**src/rtl/bkpt_pkg.sv**
```systemverilog
package bkpt_pkg;
  localparam int unsigned WORD = 32;
  typedef logic [WORD-1:0] word_t;

  // condition vector order: [0] address, [1] data, [2] pc
  localparam int unsigned NCOND = 3;
  typedef logic [NCOND-1:0] cond_t;

  typedef struct packed {
    logic  act_irq;  // 1: debug interrupt, 0: halt
    cond_t l2_sel;
    cond_t l1_sel;
    logic  dual;
    logic  en;
  } bkpt_ctrl_t;

  localparam int unsigned CTL_W = $bits(bkpt_ctrl_t);

  function automatic logic masked_eq(word_t value, word_t ref_v, word_t mask);
    return ((value ^ ref_v) & mask) == '0;
  endfunction

  function automatic logic level_hit(cond_t sel, cond_t hits);
    return (sel != '0) && ((hits & sel) == sel);
  endfunction
endpackage

```
**src/rtl/bkpt_regs.sv**
```systemverilog
module bkpt_regs
  import bkpt_pkg::*;
#(
  parameter int unsigned NPC = 4,
  localparam int unsigned IW = $clog2(NPC + 6)
) (
  input  logic       clk,
  input  logic       rst_n,
  input  logic       wr_en,
  input  logic [IW-1:0] wr_idx,
  input  word_t      wr_data,
  output word_t      addr_r,
  output word_t      amask_r,
  output word_t      data_r,
  output word_t      dmask_r,
  output word_t      pc_r [NPC],
  output word_t      pcmask_r,
  output bkpt_ctrl_t ctrl
);
  localparam int unsigned IDX_PCM = 4 + NPC;
  localparam int unsigned IDX_CTL = 5 + NPC;

  always_ff @(posedge clk or negedge rst_n) begin
    if (!rst_n) begin
      addr_r   <= '0;
      amask_r  <= '0;
      data_r   <= '0;
      dmask_r  <= '0;
      pcmask_r <= '0;
      ctrl     <= '0;
    end else if (wr_en) begin
      if (wr_idx == IW'(0)) addr_r <= wr_data;
      if (wr_idx == IW'(1)) amask_r <= wr_data;
      if (wr_idx == IW'(2)) data_r <= wr_data;
      if (wr_idx == IW'(3)) dmask_r <= wr_data;
      if (wr_idx == IW'(IDX_PCM)) pcmask_r <= wr_data;
      if (wr_idx == IW'(IDX_CTL)) ctrl <= bkpt_ctrl_t'(wr_data[CTL_W-1:0]);
    end
  end

  for (genvar g = 0; g < NPC; g++) begin : g_pc
    always_ff @(posedge clk or negedge rst_n) begin
      if (!rst_n) pc_r[g] <= '0;
      else if (wr_en && wr_idx == IW'(4 + g)) pc_r[g] <= wr_data;
    end
  end
endmodule

```
**src/rtl/bkpt_match.sv**
```systemverilog
module bkpt_match
  import bkpt_pkg::*;
#(
  parameter int unsigned NPC = 4
) (
  input  logic  bus_valid,
  input  word_t bus_addr,
  input  word_t bus_data,
  input  logic  pc_valid,
  input  word_t pc_value,
  input  word_t addr_r,
  input  word_t amask_r,
  input  word_t data_r,
  input  word_t dmask_r,
  input  word_t pc_r [NPC],
  input  word_t pcmask_r,
  output cond_t hits
);
  logic [NPC-1:0] pc_hit_vec;

  for (genvar g = 0; g < NPC; g++) begin : g_pccmp
    assign pc_hit_vec[g] = masked_eq(pc_value, pc_r[g], pcmask_r);
  end

  assign hits[0] = bus_valid && masked_eq(bus_addr, addr_r, amask_r);
  assign hits[1] = bus_valid && masked_eq(bus_data, data_r, dmask_r);
  assign hits[2] = pc_valid && (|pc_hit_vec);
endmodule

```
**src/rtl/bkpt_seq.sv**
```systemverilog
module bkpt_seq
  import bkpt_pkg::*;
(
  input  logic       clk,
  input  logic       rst_n,
  input  logic       wr_en,
  input  bkpt_ctrl_t ctrl,
  input  cond_t      hits,
  output logic       fire,
  output logic       armed
);
  logic lvl1, lvl2;

  assign lvl1 = level_hit(ctrl.l1_sel, hits);
  assign lvl2 = level_hit(ctrl.l2_sel, hits);
  assign fire = ctrl.en && (ctrl.dual ? (armed && lvl2) : lvl1);

  always_ff @(posedge clk or negedge rst_n) begin
    if (!rst_n)                            armed <= 1'b0;
    else if (wr_en || fire)                armed <= 1'b0;
    else if (ctrl.en && ctrl.dual && lvl1) armed <= 1'b1;
  end
endmodule

```
**src/rtl/bkpt_trigger_unit.sv**
```systemverilog
module bkpt_trigger_unit
  import bkpt_pkg::*;
#(
  parameter int unsigned NPC = 4,
  localparam int unsigned IW = $clog2(NPC + 6)
) (
  input  logic          clk,
  input  logic          rst_n,
  input  logic          wr_en,
  input  logic [IW-1:0] wr_idx,
  input  logic [31:0]   wr_data,
  input  logic          bus_valid,
  input  logic [31:0]   bus_addr,
  input  logic [31:0]   bus_data,
  input  logic          pc_valid,
  input  logic [31:0]   pc_value,
  input  logic [3:0]    cpu_status,
  output logic          halt_req,
  output logic          dbg_irq,
  output logic          status_halted
);
  word_t      addr_r, amask_r, data_r, dmask_r, pcmask_r;
  word_t      pc_r [NPC];
  bkpt_ctrl_t ctrl;
  cond_t      hits;
  logic       fire, armed;

  bkpt_regs #(.NPC(NPC)) u_regs (
    .clk(clk), .rst_n(rst_n), .wr_en(wr_en), .wr_idx(wr_idx), .wr_data(wr_data),
    .addr_r(addr_r), .amask_r(amask_r), .data_r(data_r), .dmask_r(dmask_r),
    .pc_r(pc_r), .pcmask_r(pcmask_r), .ctrl(ctrl)
  );

  bkpt_match #(.NPC(NPC)) u_match (
    .bus_valid(bus_valid), .bus_addr(bus_addr), .bus_data(bus_data),
    .pc_valid(pc_valid), .pc_value(pc_value),
    .addr_r(addr_r), .amask_r(amask_r), .data_r(data_r), .dmask_r(dmask_r),
    .pc_r(pc_r), .pcmask_r(pcmask_r), .hits(hits)
  );

  bkpt_seq u_seq (
    .clk(clk), .rst_n(rst_n), .wr_en(wr_en), .ctrl(ctrl), .hits(hits),
    .fire(fire), .armed(armed)
  );

  always_ff @(posedge clk or negedge rst_n) begin
    if (!rst_n) begin
      halt_req <= 1'b0;
      dbg_irq  <= 1'b0;
    end else begin
      halt_req <= fire && !ctrl.act_irq;
      dbg_irq  <= fire && ctrl.act_irq;
    end
  end

  assign status_halted = &cpu_status;
endmodule

```
**config.mk**
```make
export PLATFORM = sky130hd
export DESIGN_NAME = bkpt_trigger_unit
export DESIGN_NICKNAME = d
export VERILOG_FILES = /design/src/rtl/bkpt_pkg.sv /design/src/rtl/bkpt_regs.sv /design/src/rtl/bkpt_match.sv /design/src/rtl/bkpt_seq.sv /design/src/rtl/bkpt_trigger_unit.sv
export SDC_FILE = /design/constraint.sdc
export NUM_CORES = 1
export LEC_CHECK = 0
export ABC_AREA = 1
export BUFFER_PORTS_ARGS = -buffer_cell sky130_fd_sc_hd__buf_2
export CORE_ASPECT_RATIO = 0.9
export CORE_MARGIN = 5
export CORE_UTILIZATION = 54
export CTS_CLUSTER_SIZE = 10
export DETAILED_ROUTE_END_ITERATION = 16
export GPL_TIMING_DRIVEN = 1
export PLACE_DENSITY = 0.88
export SYNTH_ARGS = -nofsm -noshare
export SYNTH_HDL_FRONTEND = slang
export SYNTH_SLANG_ARGS = --single-unit
export TNS_END_PERCENT = 5
```
**constraint.sdc**
```tcl
create_clock -name clk -period 1.5 [get_ports clk]
set_input_delay 0.3 -clock clk [delete_from_list [all_inputs] [get_ports clk]]
set_output_delay 0.3 -clock clk [all_outputs]
set_load 0.005 [all_outputs]
```
==> out/qor.csv <==
stage,metric,value,unit
status,outcome,"complete, but fails checks",
status,failed_checks,setup timing,
cts,cts_tree,done,
sta,final.setup_skew,33.7,ps
layout,layout-drive-gt1-share,14.3,%
flow_run,max_cap_viol_count,0,
global_routing,grt_pass1_vias,13200,
layout,fin_nets,2245,
yosys,synthDominantCellAreaShare,51.8,%
setup_path,start_kind,flip-flop,
yosys,synth_edf_count,0,
sta,rsz0062_at_grt,true,
layout,n_fill_cell,2073,
setup_path,crit_type,reg2reg,
pwr,p_leak,8.89,nW
setup_path,crit_arrival,2400,ps
global_routing,grt_pass1_wl,67000,um
layout,multiInputGateArea,6220,sq um
floorplan,core-area,26300,sq um
setup_path,critPathRequiredTime,1970,ps
cts,h-tree-depth,2,
yosys,yosysSeqAreaShare,51.8,%
yosys,synth_top_area_cell,dfrtp_1,
route,drt_wl_total,41800,um
layout,fin_area,17300,sq um
setup_path,path_max_fanout,2,
yosys,ys.flop_type,dfrtp_1,
route,wl_per_cell,17.0,um
floorplan,io-pin-count,144,
place,io_buffers,143,
yosys,synth_nets,2040,
sta,fmax,517,MHz
route,first_iter_violations,1371,
cts,cts_num_sinks,300,
route,viasPerCell,5.57,
floorplan,dieArea,30200,sq um
yosys,syn_area,14500,sq um
floorplan,rows,56,
floorplan,fp.dieW,183,um
sta,timing_hold_violations_final,0,
sta,maxSlewHeadroom,70.9,%
sta,slew_violations,0,
sta,layout_setup_ws,-433,ps
cts,clk_transition_reported_paths,50,ps
global_routing,grt_max_degree,65,
place,gp_congestion,0.932,
layout,register_area,7510,sq um
route,ant_nets,0,
cts,clockBufferDepth,3,
global_routing,antenna_found_initial,4,
floorplan,dieHeight,165,um
route,drt-pass1-iter-count,10,
yosys,ys.warnings.count,0,
yosys,syn_inst,1899,
cts,cts_made_buffers,36,
layout,area_growth,19.4,%
cts,clock_latency,540,ps
global_routing,grtUsageTotal,27.8,%
sta,min_period,1930,ps
sta,period_share,129,%
place,hpwl,29000,um
yosys,synth_cell_types,27,
yosys,syn_avg_cell_area,7.63,sq um
yosys,async_reset_ff_share,100,%
yosys,ys_seq_elements,300,
sta,holdWs,8.82,ps
pwr,p_per_area,1390,nW/um^2
sta,tightest_slew,436,ps
sta,finalSetupViolations,3,
cts,cts-root-buf,clkbuf_16,
route,drc,0,
floorplan,initial_core_util,55.2,%
global_routing,grt_overflow,0,
yosys,synth_area_leaders,"dfrtp_1 (52%), nand2_1 (18%), o21ai_0 (10%)",
place,placed_area,16200,sq um
setup_path,crit_path_end_kind,flip-flop,
min_path,hp-class,in2reg,
pwr,vdd_ir_drop_max,0.955,mV
route,dr_total_vias,13700,
[cell families (layout without fill, tap and decap cells)]
group,count (synthesis),count (layout),share of synthesized area (%)
flops,300,300,51.8
simple gates,1055,1055,31.0
buf+inv,219,432,5.73
xor+xnor,8,8,0.483
other cells,0,3,0
compound gates,317,317,11.0
[stage by stage]
step	total power [mW]	setup TNS, ps	utilization, %	cells	worst slack [ps]
after floorplan	13.9	-57.0	-	1899	-21.6
after global routing	25.3	-1460	65.8	2462	-505
after global placement	15.7	-1530	61.7	2410	-512
final	24.0	-1260	65.9	2463	-433
after CTS	24.0	-1200	65.8	2460	-403
after detailed placement	16.1	-1710	61.7	2410	-573
[critical path: stages, from the launching register on]
cell and delay, ps:
dfrtp_1 370, or2_1 230, nand3_1 80, nand2_1 80
nor2_2 150, nand2_1 90, nor2_2 160, buf_6 140
nand3_4 90, nand2_2 80, nand2_2 60, nor2_4 90
nand3_1 80, nand2_1 60, inv_1 40, nor2_1 90
[placed cells by master, fill, tap and decap left out, drive strengths merged, types with 3 or more instances in the layout]
cell	netlist	final
inv	162	162
dlygate4sd3	0	3
dfrtp	300	300
nor3	3	3
clkinv	0	3
o21ai	307	307
nor2	86	86
or2	92	92
buf	2	221
diode	0	3
xor2	8	8
nand3	177	177
nand2	691	691
clkbuf	55	43
nand4	6	6
a21oi	7	7
[area by class of cell]
| type | instances | area share [%] |
|---|---|---|
| clock inverters | 3 | 0.296 |
| clock buffers | 43 | 5.54 |
| flip-flops and latches | 300 | 43.4 |
| repair buffers | 224 | 8.79 |
| inverters | 162 | 3.51 |
| diodes | 3 | 0.0434 |
| multi-input cells | 1380 | 35.9 |
| well taps | 348 | 2.52 |
[final timing paths]
check	from	cells past startpoint	slack, ps	to
max in group asynchronous	rst_n	3	600	u_regs.data_r[1]
max	u_regs.data_r[11]	15	-430	u_seq.armed
min	wr_data[7]	3	9	u_regs.ctrl[7]
min reg2reg	u_regs.ctrl[8]	1	460	halt_req
max reg2reg	u_regs.data_r[11]	15	-430	u_seq.armed
min in group asynchronous	rst_n	2	250	u_regs.addr_r[10]
[flip-flops by register name, summed over array words and instances (netlist names)]
register / flops
dbg_irq: 1
u_regs.pcmask_r: 32
u_seq.armed: 1
u_regs.data_r: 32
u_regs.addr_r: 32
u_regs.pc_r: 128
u_regs.dmask_r: 32
u_regs.ctrl: 9
halt_req: 1
u_regs.amask_r: 32
[synthesized netlist by cell type, types with 2 or more instances]
master and n:
inv_1 153, nand2_1 687, nand2_2 4, clkbuf_1 55, nor2_1 80, or2_1 83
nor3_1 2, inv_2 9, xor2_1 8, or2_0 8, dfrtp_1 300, o21ai_1 8
a21oi_1 7, nand4_1 5, o22ai_1 2, nor2_2 5, nand3_2 4, nand3_1 173
o21ai_0 298
[layer usage]
metal  global-route usage, %  routed length (um)  vias to the layer above
li1                        -                   -                     6462
met4                    9.96                1430                        4
met1                    36.5               16300                     6401
met3                    6.50                4430                      111
met2                    45.6               19600                      743
met5                       0                  30                        -
[power breakdown]
part	internal, mW	total (mW)	switching, mW
clock	4.49	7.75	3.26
sequential	9.76	11.0	1.28
combinational	2.21	5.21	3.01
[what timing repair did]
| item | CTS | global route |
|---|---|---|
| setup endpoints to repair | 3 | 3 |
| resized for setup | 6 | 3 |
| hold buffers | 3 | 0 |
| buffers inserted | 1 | 0 |
| pin swaps | 4 | 2 |
| endpoints found under the hold margin | 44 | 0 |
Power figures use the tool's default switching activity.
